### config.mk
export PLATFORM = sky130hd
export DESIGN_NAME = sbr_unit
export DESIGN_NICKNAME = d
export VERILOG_FILES = /design/src/rtl/sbr_pkg.sv /design/src/rtl/sbr_target.sv /design/src/rtl/sbr_accept.sv /design/src/rtl/sbr_ctrl.sv /design/src/rtl/sbr_unit.sv
export SDC_FILE = /design/constraint.sdc
export NUM_CORES = 1
export LEC_CHECK = 0
export BUFFER_PORTS_ARGS = -buffer_cell sky130_fd_sc_hd__buf_2
export CORE_ASPECT_RATIO = 1.4
export CORE_MARGIN = 5
export CORE_UTILIZATION = 30
export DETAILED_ROUTE_END_ITERATION = 10
export SLEW_MARGIN = 20
export SYNTH_ARGS = -nofsm -noshare
export SYNTH_HDL_FRONTEND = slang
export SYNTH_SLANG_ARGS = --single-unit
### constraint.sdc
create_clock -name clk -period 4.7 [get_ports clk]
set_clock_uncertainty 0.1 [all_clocks]
set_input_delay 0.47 -clock clk [delete_from_list [all_inputs] [get_ports clk]]
set_output_delay 0.47 -clock clk [all_outputs]
set_load 0.01 [all_outputs]
### src/rtl/sbr_pkg.sv
package sbr_pkg;
  // Bookkeeping for the single open guess
  typedef struct packed {
    logic        pred_taken;
    logic        sense;
  } guess_t;
endpackage

### src/rtl/sbr_target.sv
module sbr_target #(
  parameter int ADDR_W     = 32,
  parameter int DISP_W     = 16,
  parameter int INSN_BYTES = 4
) (
  input  logic [ADDR_W-1:0] pc_i,
  input  logic [DISP_W-1:0] disp_i,
  output logic [ADDR_W-1:0] target_o,
  output logic [ADDR_W-1:0] fall_o,
  output logic              backward_o
);
  localparam int EXT_W = ADDR_W - DISP_W;

  logic [ADDR_W-1:0] disp_ext;

  generate
    if (EXT_W > 0) begin : g_ext
      assign disp_ext = {{EXT_W{disp_i[DISP_W-1]}}, disp_i};
    end else begin : g_trunc
      assign disp_ext = disp_i[ADDR_W-1:0];
    end
  endgenerate

  assign target_o   = pc_i + disp_ext;
  assign fall_o     = pc_i + ADDR_W'(INSN_BYTES);
  assign backward_o = disp_i[DISP_W-1];
endmodule

### src/rtl/sbr_accept.sv
module sbr_accept #(
  parameter int QDEPTH = 8,
  parameter int SLOT_W = 3
) (
  input  logic              valid_i,
  input  logic [SLOT_W-1:0] slot_i,
  input  logic              spec_i,
  input  logic              squash_i,
  input  logic              backward_i,
  input  logic              flip_i,
  output logic              take_o,
  output logic              pred_taken_o
);
  localparam int HALF = QDEPTH / 2;

  logic in_low_half;

  assign in_low_half  = (32'(slot_i) < HALF);
  assign take_o       = valid_i & in_low_half & ~spec_i & ~squash_i;
  assign pred_taken_o = backward_i ^ flip_i;
endmodule

### src/rtl/sbr_ctrl.sv
module sbr_ctrl
  import sbr_pkg::*;
#(
  parameter int ADDR_W = 32
) (
  input  logic              clk,
  input  logic              rst_n,
  input  logic              take_i,
  input  logic              busy_i,
  input  logic              cond_i,
  input  logic              sense_i,
  input  logic              pred_taken_i,
  input  logic [ADDR_W-1:0] target_i,
  input  logic [ADDR_W-1:0] fall_i,
  output logic              spec_o,
  output logic              redir_o,
  output logic [ADDR_W-1:0] redir_addr_o,
  output logic              commit_o,
  output logic              squash_o
);
  guess_t            guess_q, guess_d;
  logic [ADDR_W-1:0] tgt_q, fall_q;
  logic              spec_q, spec_d;
  logic              redir_q, redir_d;
  logic [ADDR_W-1:0] raddr_q, raddr_d;
  logic              commit_q, commit_d;
  logic              squash_q, squash_d;
  logic              hold_en;
  logic              resolve;
  logic              actual;

  assign hold_en = take_i & busy_i;
  assign resolve = spec_q & ~busy_i;
  assign actual  = (cond_i == guess_q.sense);

  always_comb begin
    spec_d   = spec_q;
    redir_d  = 1'b0;
    raddr_d  = raddr_q;
    commit_d = 1'b0;
    squash_d = 1'b0;
    guess_d  = '{pred_taken: pred_taken_i, sense: sense_i};
    if (take_i) begin
      raddr_d = target_i;
      if (busy_i) begin
        spec_d  = 1'b1;
        redir_d = pred_taken_i;
      end else begin
        redir_d = (cond_i == sense_i);
      end
    end else if (resolve) begin
      spec_d   = 1'b0;
      commit_d = (actual == guess_q.pred_taken);
      squash_d = (actual != guess_q.pred_taken);
      redir_d  = (actual != guess_q.pred_taken);
      raddr_d  = actual ? tgt_q : fall_q;
    end
  end

  always_ff @(posedge clk or negedge rst_n) begin
    if (!rst_n) begin
      spec_q   <= 1'b0;
      redir_q  <= 1'b0;
      raddr_q  <= '0;
      commit_q <= 1'b0;
      squash_q <= 1'b0;
    end else begin
      spec_q   <= spec_d;
      redir_q  <= redir_d;
      raddr_q  <= raddr_d;
      commit_q <= commit_d;
      squash_q <= squash_d;
    end
  end

  always_ff @(posedge clk or negedge rst_n) begin
    if (!rst_n) begin
      guess_q <= '0;
      tgt_q   <= '0;
      fall_q  <= '0;
    end else if (hold_en) begin
      guess_q <= guess_d;
      tgt_q   <= target_i;
      fall_q  <= fall_i;
    end
  end

  assign spec_o       = spec_q;
  assign redir_o      = redir_q;
  assign redir_addr_o = raddr_q;
  assign commit_o     = commit_q;
  assign squash_o     = squash_q;
endmodule

### src/rtl/sbr_unit.sv
module sbr_unit #(
  parameter int QDEPTH     = 8,
  parameter int ADDR_W     = 32,
  parameter int DISP_W     = 16,
  parameter int INSN_BYTES = 4,
  parameter int SLOT_W     = $clog2(QDEPTH)
) (
  input  logic              clk,
  input  logic              rst_n,
  input  logic              br_valid_i,
  input  logic [SLOT_W-1:0] br_slot_i,
  input  logic [ADDR_W-1:0] br_pc_i,
  input  logic [DISP_W-1:0] br_disp_i,
  input  logic              br_sense_i,
  input  logic              cond_i,
  input  logic              int_cr_busy_i,
  input  logic              fp_cr_busy_i,
  input  logic              pred_flip_i,
  output logic              br_take_o,
  output logic              redir_o,
  output logic [ADDR_W-1:0] redir_addr_o,
  output logic              spec_o,
  output logic              commit_o,
  output logic              squash_o
);
  logic              rst_meta_q, rst_sync_n;
  logic [ADDR_W-1:0] target, fall;
  logic              backward, pred_taken, busy;

  // Reset asserts at once and releases after two clock edges
  always_ff @(posedge clk or negedge rst_n) begin
    if (!rst_n) begin
      rst_meta_q <= 1'b0;
      rst_sync_n <= 1'b0;
    end else begin
      rst_meta_q <= 1'b1;
      rst_sync_n <= rst_meta_q;
    end
  end

  assign busy = int_cr_busy_i | fp_cr_busy_i;

  sbr_target #(
    .ADDR_W(ADDR_W), .DISP_W(DISP_W), .INSN_BYTES(INSN_BYTES)
  ) u_target (
    .pc_i(br_pc_i), .disp_i(br_disp_i),
    .target_o(target), .fall_o(fall), .backward_o(backward)
  );

  sbr_accept #(.QDEPTH(QDEPTH), .SLOT_W(SLOT_W)) u_accept (
    .valid_i(br_valid_i & rst_sync_n), .slot_i(br_slot_i),
    .spec_i(spec_o), .squash_i(squash_o),
    .backward_i(backward), .flip_i(pred_flip_i),
    .take_o(br_take_o), .pred_taken_o(pred_taken)
  );

  sbr_ctrl #(.ADDR_W(ADDR_W)) u_ctrl (
    .clk(clk), .rst_n(rst_sync_n),
    .take_i(br_take_o), .busy_i(busy), .cond_i(cond_i),
    .sense_i(br_sense_i), .pred_taken_i(pred_taken),
    .target_i(target), .fall_i(fall),
    .spec_o(spec_o), .redir_o(redir_o), .redir_addr_o(redir_addr_o),
    .commit_o(commit_o), .squash_o(squash_o)
  );
endmodule

# After elaboration in Yosys (flattened, before gate mapping)
# Cells that the tools add are included.
# classes
add_sub_neg	2
order_cmp	1
eq_ne	5
mux	12
n_bitwise	11
reduce_logical	2
# ops
cell	count
$mux 32	3
$add 32x3->32 const B	1
$add 32x32->32	1
$mux 1	9
$and 1x1->1	6
$eq 1x1->1	3
$lt 3x3->1 const B	1
$not 1->1	3
$ne 2x2->1 const B	1
$reduce_and 2->1	1
$reduce_bool 2->1	1
$ne 1x1->1	1
$or 1x1->1	1
$xor 1x1->1	1
# word_totals
register_bits	104
inputBits	59
out_inout_bits	37
elab_cells	44

# Longest topological paths before layout
# logic_depth
depth_word	6
mapped_depth	11
depth_no_buf	11

# Hierarchy
# Synthesis repeated with hierarchy kept, for this count alone.
# hier_totals
cells_unflattened	680
hier_area_um2	7075.5
# modules_own_cells
module	n_inst	cells_each	area_per_inst_um2	seq_area_each_um2
sbr_ctrl	1	333	4570.6	2552.4
sbr_target	1	340	2414.8	0.0
sbr_unit	1	5	66.3	50.0
sbr_accept	1	2	23.8	0.0

# Worst setup path after synthesis
# OpenSTA, ideal clock, no wires.
# synth_path
path_kind	reg-to-reg
start	register rst_sync_n
end	register u_ctrl.fall_q[9]
setup_ns	0.066
arrival_ns	4.298
required_ns	4.534
path_slack_ns	0.236
stages_incl_launch_ff	9
path_buffers	3
synth_period_minus_slack_ns	4.464
cell_sequence	dfrtp_1 > nand2_1 > or4_1 > clkbuf_1 > nor2_1 > clkbuf_1 > clkbuf_1 > nand2_1 > nand2_1
# synth_between
elab_chain_len	5
# synth_lines
element	line	text
start, declared	sbr_unit.sv:26	logic rst_meta_q, rst_sync_n;
start signal, assigned	sbr_unit.sv:37	rst_sync_n <= rst_meta_q;
$and 1x1->1	sbr_unit.sv:51	.valid_i(br_valid_i & rst_sync_n), .slot_i(br_slot_i),
$and 1x1->1 (3 in a row)	sbr_accept.sv:19	assign take_o = valid_i & in_low_half & ~spec_i & ~squash_i;
$and 1x1->1	sbr_ctrl.sv:32	assign hold_en = take_i & busy_i;
end signal, assigned	sbr_ctrl.sv:84	fall_q <= fall_i;
end, declared	sbr_ctrl.sv:22	logic [ADDR_W-1:0] tgt_q, fall_q;
# No other way between the ends.
# A chain may end at the register's enable or synchronous reset.

# Worst setup path in the final report
# layout_path
start	input port br_disp_i[15]
end	register u_ctrl.raddr_q[28], in the netlist u_ctrl.redir_addr_o[28]
# layout_between
elab_chain_len	2
# layout_lines
element	line	text
start, declared	sbr_unit.sv:13	input logic [DISP_W-1:0] br_disp_i,
$add 32x32->32	sbr_target.sv:24	assign target_o = pc_i + disp_ext;
$mux 32	sbr_ctrl.sv:43	if (take_i) begin
end signal, assigned	sbr_ctrl.sv:70	raddr_q <= raddr_d;
end, declared	sbr_ctrl.sv:25	logic [ADDR_W-1:0] raddr_q, raddr_d;
# No other way between the ends.

==> impl_metrics.py <==
metrics = {
    "setup_path": {
        "cp-start-kind": "input port",
        "timing.rr.end": "u_ctrl.redir_addr_o[12]$_DFFE_PN0P_",
        "r2r_cells": 6,
        "crit_fanout": 18,
        "rrSetupSlack_ns": 1.87,
        "startpoint": "br_disp_i[15]",
        "cp-end-kind": "flop",
        "arrival_ns": 3.30,
        "worst_ep_required_time_ns": 4.84,
        "path_class": "input port to flop",
        "reg2reg_from": "u_ctrl.spec_o$_DFFE_PN0P_",
    },
    "sta": {
        "hold_viol_final": 0,
        "period_share_pct": 67.28,
        "holdWs_ns": 0.2332,
        "tns_ns": 0,
        "slew_viol_final": 0,
        "setup_viol": 0,
        "fin_ws_ns": 1.538,
        "rsz0062_at_grt": "false",
        "relSlewSlack_pct": 36.77,
        "min_period_ns": 3.162,
        "tightest_slew_ns": 0.9477,
        "fmax_ghz": 0.3163,
    },
    "final_layout": {
        "nNetsFinal": 899,
        "fin_area_um2": 7350,
        "drive_gt1_share_pct": 17.12,
        "num_antenna_cells": 0,
        "syn_to_final_growth_pct": 17.04,
        "final_cell_mix": "nand2_1, dfrtp_1, buf_2",
        "final_common_cell": "nand2_1",
    },
    "placement": {
        "port_buffers": 93,
        "dpl_worst_slack_ns": 1.151,
        "routabilityCongestion": 0.8036,
        "post_dp_cell_area_um2": 7024,
        "place_hpwl_um": 13070,
    },
    "global_route": {
        "grt_antenna_before_repair": 1,
        "grt_usage_pct": 15.16,
        "grt_overflow_total": 0,
        "grt_pass1_wl_um": 29790,
        "grt_pass1_vias": 5621,
        "grt_max_degree": 56,
    },
    "synthesis": {
        "ys.flop_type": "dfrtp_1",
        "synth_area_um2": 6280,
        "synth.avg_cell_area_um2": 8.602,
        "synth_top_area_share_pct": 41.44,
        "synth_warnings": 0,
        "synth_top_area_cell": "dfrtp_1",
        "synth-seq-area-share_pct": 41.44,
        "synth_cell_types": 51,
        "synth_area_leaders": "dfrtp_1, nand2_1, ha_1",
        "synth_enable_flop_cells": 0,
        "syn_nets": 822,
        "ys_ff_latch": 104,
        "async_reset_ff_share_pct": 100.0,
        "syn_inst": 730,
    },
    "clock_tree": {
        "cts_sinks": 104,
        "cts_resized": 0,
        "postCtsHoldBufs": 1,
        "cts_buffers": 9,
        "path_clk_slew_ns": 0.08,
        "clk_latency_ns": 0.35,
        "post_cts_buffers": 0,
        "clockBufferDepth": 2,
        "htreeDepth": 3,
        "cts_root_buf": "clkbuf_16",
        "cts_tree": "built",
    },
    "floorplan": {
        "die_height_um": 181.2,
        "core_area_um2": 20560,
        "start_util_pct": 30.55,
        "ios": 96,
        "rows": 62,
        "die-area_um2": 23970,
        "die_w_um": 132.3,
    },
    "drt": {
        "num_vias": 5518,
        "post_drt_wl_per_cell_um": 17.11,
        "drtIter0Drc": 511,
        "route.detailed.drc": 0,
        "drt-vias-per-instance": 5.167,
        "dr.pass1.iters": 5,
        "wl_um": 18270,
        "drt.antenna.violating_nets": 0,
    },
    "power": {
        "power.total_mw": 3.142,
        "power.density_nw_per_um2": 427.5,
        "leakage_nw": 3.460,
        "ir_worst_vdd_mv": 0.1761,
    },
    "worst_hold_path": {
        "hold_path_class": "input port to flop",
        "hp-start": "br_pc_i[0]",
        "min_to": "u_ctrl.fall_q[0]$_DFFE_PN0P_",
        "min_path_cells": 3,
    },
    "run": {
        "maxCapViolations": 0,
    },
    "outcome": {
        "status": "finished, final reports clean",
    },
}
-- state kept, by name, summed over array words and instances, names as in the netlist --
register	cells
u_ctrl.spec_o	1
u_ctrl.fall_q	32
rst_meta_q	1
u_ctrl.redir_o	1
u_ctrl.redir_addr_o	32
u_ctrl.commit_o	1
u_ctrl.guess_q	2
u_ctrl.squash_o	1
u_ctrl.tgt_q	32
rst_sync_n	1
-- cells in the mapped netlist (all sizes together), types with 2 or more instances --
cell type and n:
a211oi 2, a21o 14, a21oi 58, a221o 29
a311oi 3, a31oi 6, and3 8, buf 2
clkbuf 34, dfrtp 104, ha 32, inv 8
mux2 8, nand2 208, nand3 21, nand4 9
nor2 33, nor2b 3, nor3 10, o2111ai 2
o21a 5, o21ai 44, o21bai 5, o31ai 4
or2 2, xnor2 30, xor2 30
-- area by class of cell --
| class | instances | area [µm²] |
|---|---|---|
| fill | 2125 | 13210 |
| timing repair buffer | 102 | 535.5 |
| tap | 256 | 320.3 |
| sequential | 104 | 2606 |
| multi-input combinational | 582 | 3542 |
| inverter | 8 | 30.03 |
| clock inverter | 6 | 76.32 |
| clock buffer | 10 | 239.0 |
-- routing by layer --
layer  vias to the layer above  routed length [µm]  GRT usage (%)
met5                         -                   0              0
met4                         0                 341          4.971
met3                        16                 819          2.699
met2                       109                9157          26.57
met1                      2686                7953          18.78
li1                       2707                   -              -
-- worst max-delay path, stage by stage --
cell and delay (ns):
buf_2 0.24, ha_1 0.47, nand4_1 0.17, or2_0 0.25
a2111oi_2 0.41, nor3_2 0.13, o41ai_4 0.37, a31oi_2 0.20
o21bai_2 0.18, xor2_1 0.10, a221o_1 0.30
-- stage by stage --
stage / instances / util, %
2_1_floorplan: 730 / -
3_3_place_gp: 1051 / 34.17
3_5_place_dp: 1051 / 34.17
4_1_cts: 1068 / 35.75
5_1_grt: 1068 / 35.75
6_report: 1068 / 35.75
-- power breakdown --
| part | total [mW] | switching [mW] | internal, mW |
|---|---|---|---|
| logic | 0.981 | 0.564 | 0.416 |
| registers | 1.34 | 0.161 | 1.18 |
| clock network | 0.821 | 0.385 | 0.437 |
| total | 3.14 | 1.11 | 2.03 |
-- cell families (layout without fill, tap and decap cells) --
kind of cell / count (synthesis) / count (layout) / share of synthesized area, %
buf+inv: 44 / 126 / 2.710
fa+ha+maj: 33 / 33 / 6.695
other cells: 1 / 1 / 0.05972
compound gates: 181 / 181 / 19.51
mux: 9 / 9 / 1.594
simple gates: 298 / 298 / 19.63
flops: 104 / 104 / 41.44
xor+xnor: 60 / 60 / 8.368
-- how the worst max path moves through the flow --
stage | end | slack [ns] | cells past startpoint
after CTS | u_ctrl.redir_addr_o[28]$_DFFE_PN0P_ | 1.54 | 11
after detailed placement | u_ctrl.redir_addr_o[28]$_DFFE_PN0P_ | 1.15 | 11
after global placement | u_ctrl.redir_addr_o[28]$_DFFE_PN0P_ | 1.18 | 11
final | u_ctrl.redir_addr_o[28]$_DFFE_PN0P_ | 1.54 | 11
after floorplan | u_ctrl.fall_q[9]$_DFFE_PN0P_ | 0.24 | 8
after global routing | u_ctrl.redir_addr_o[28]$_DFFE_PN0P_ | 1.36 | 11
(Power assumes the default switching activity.)
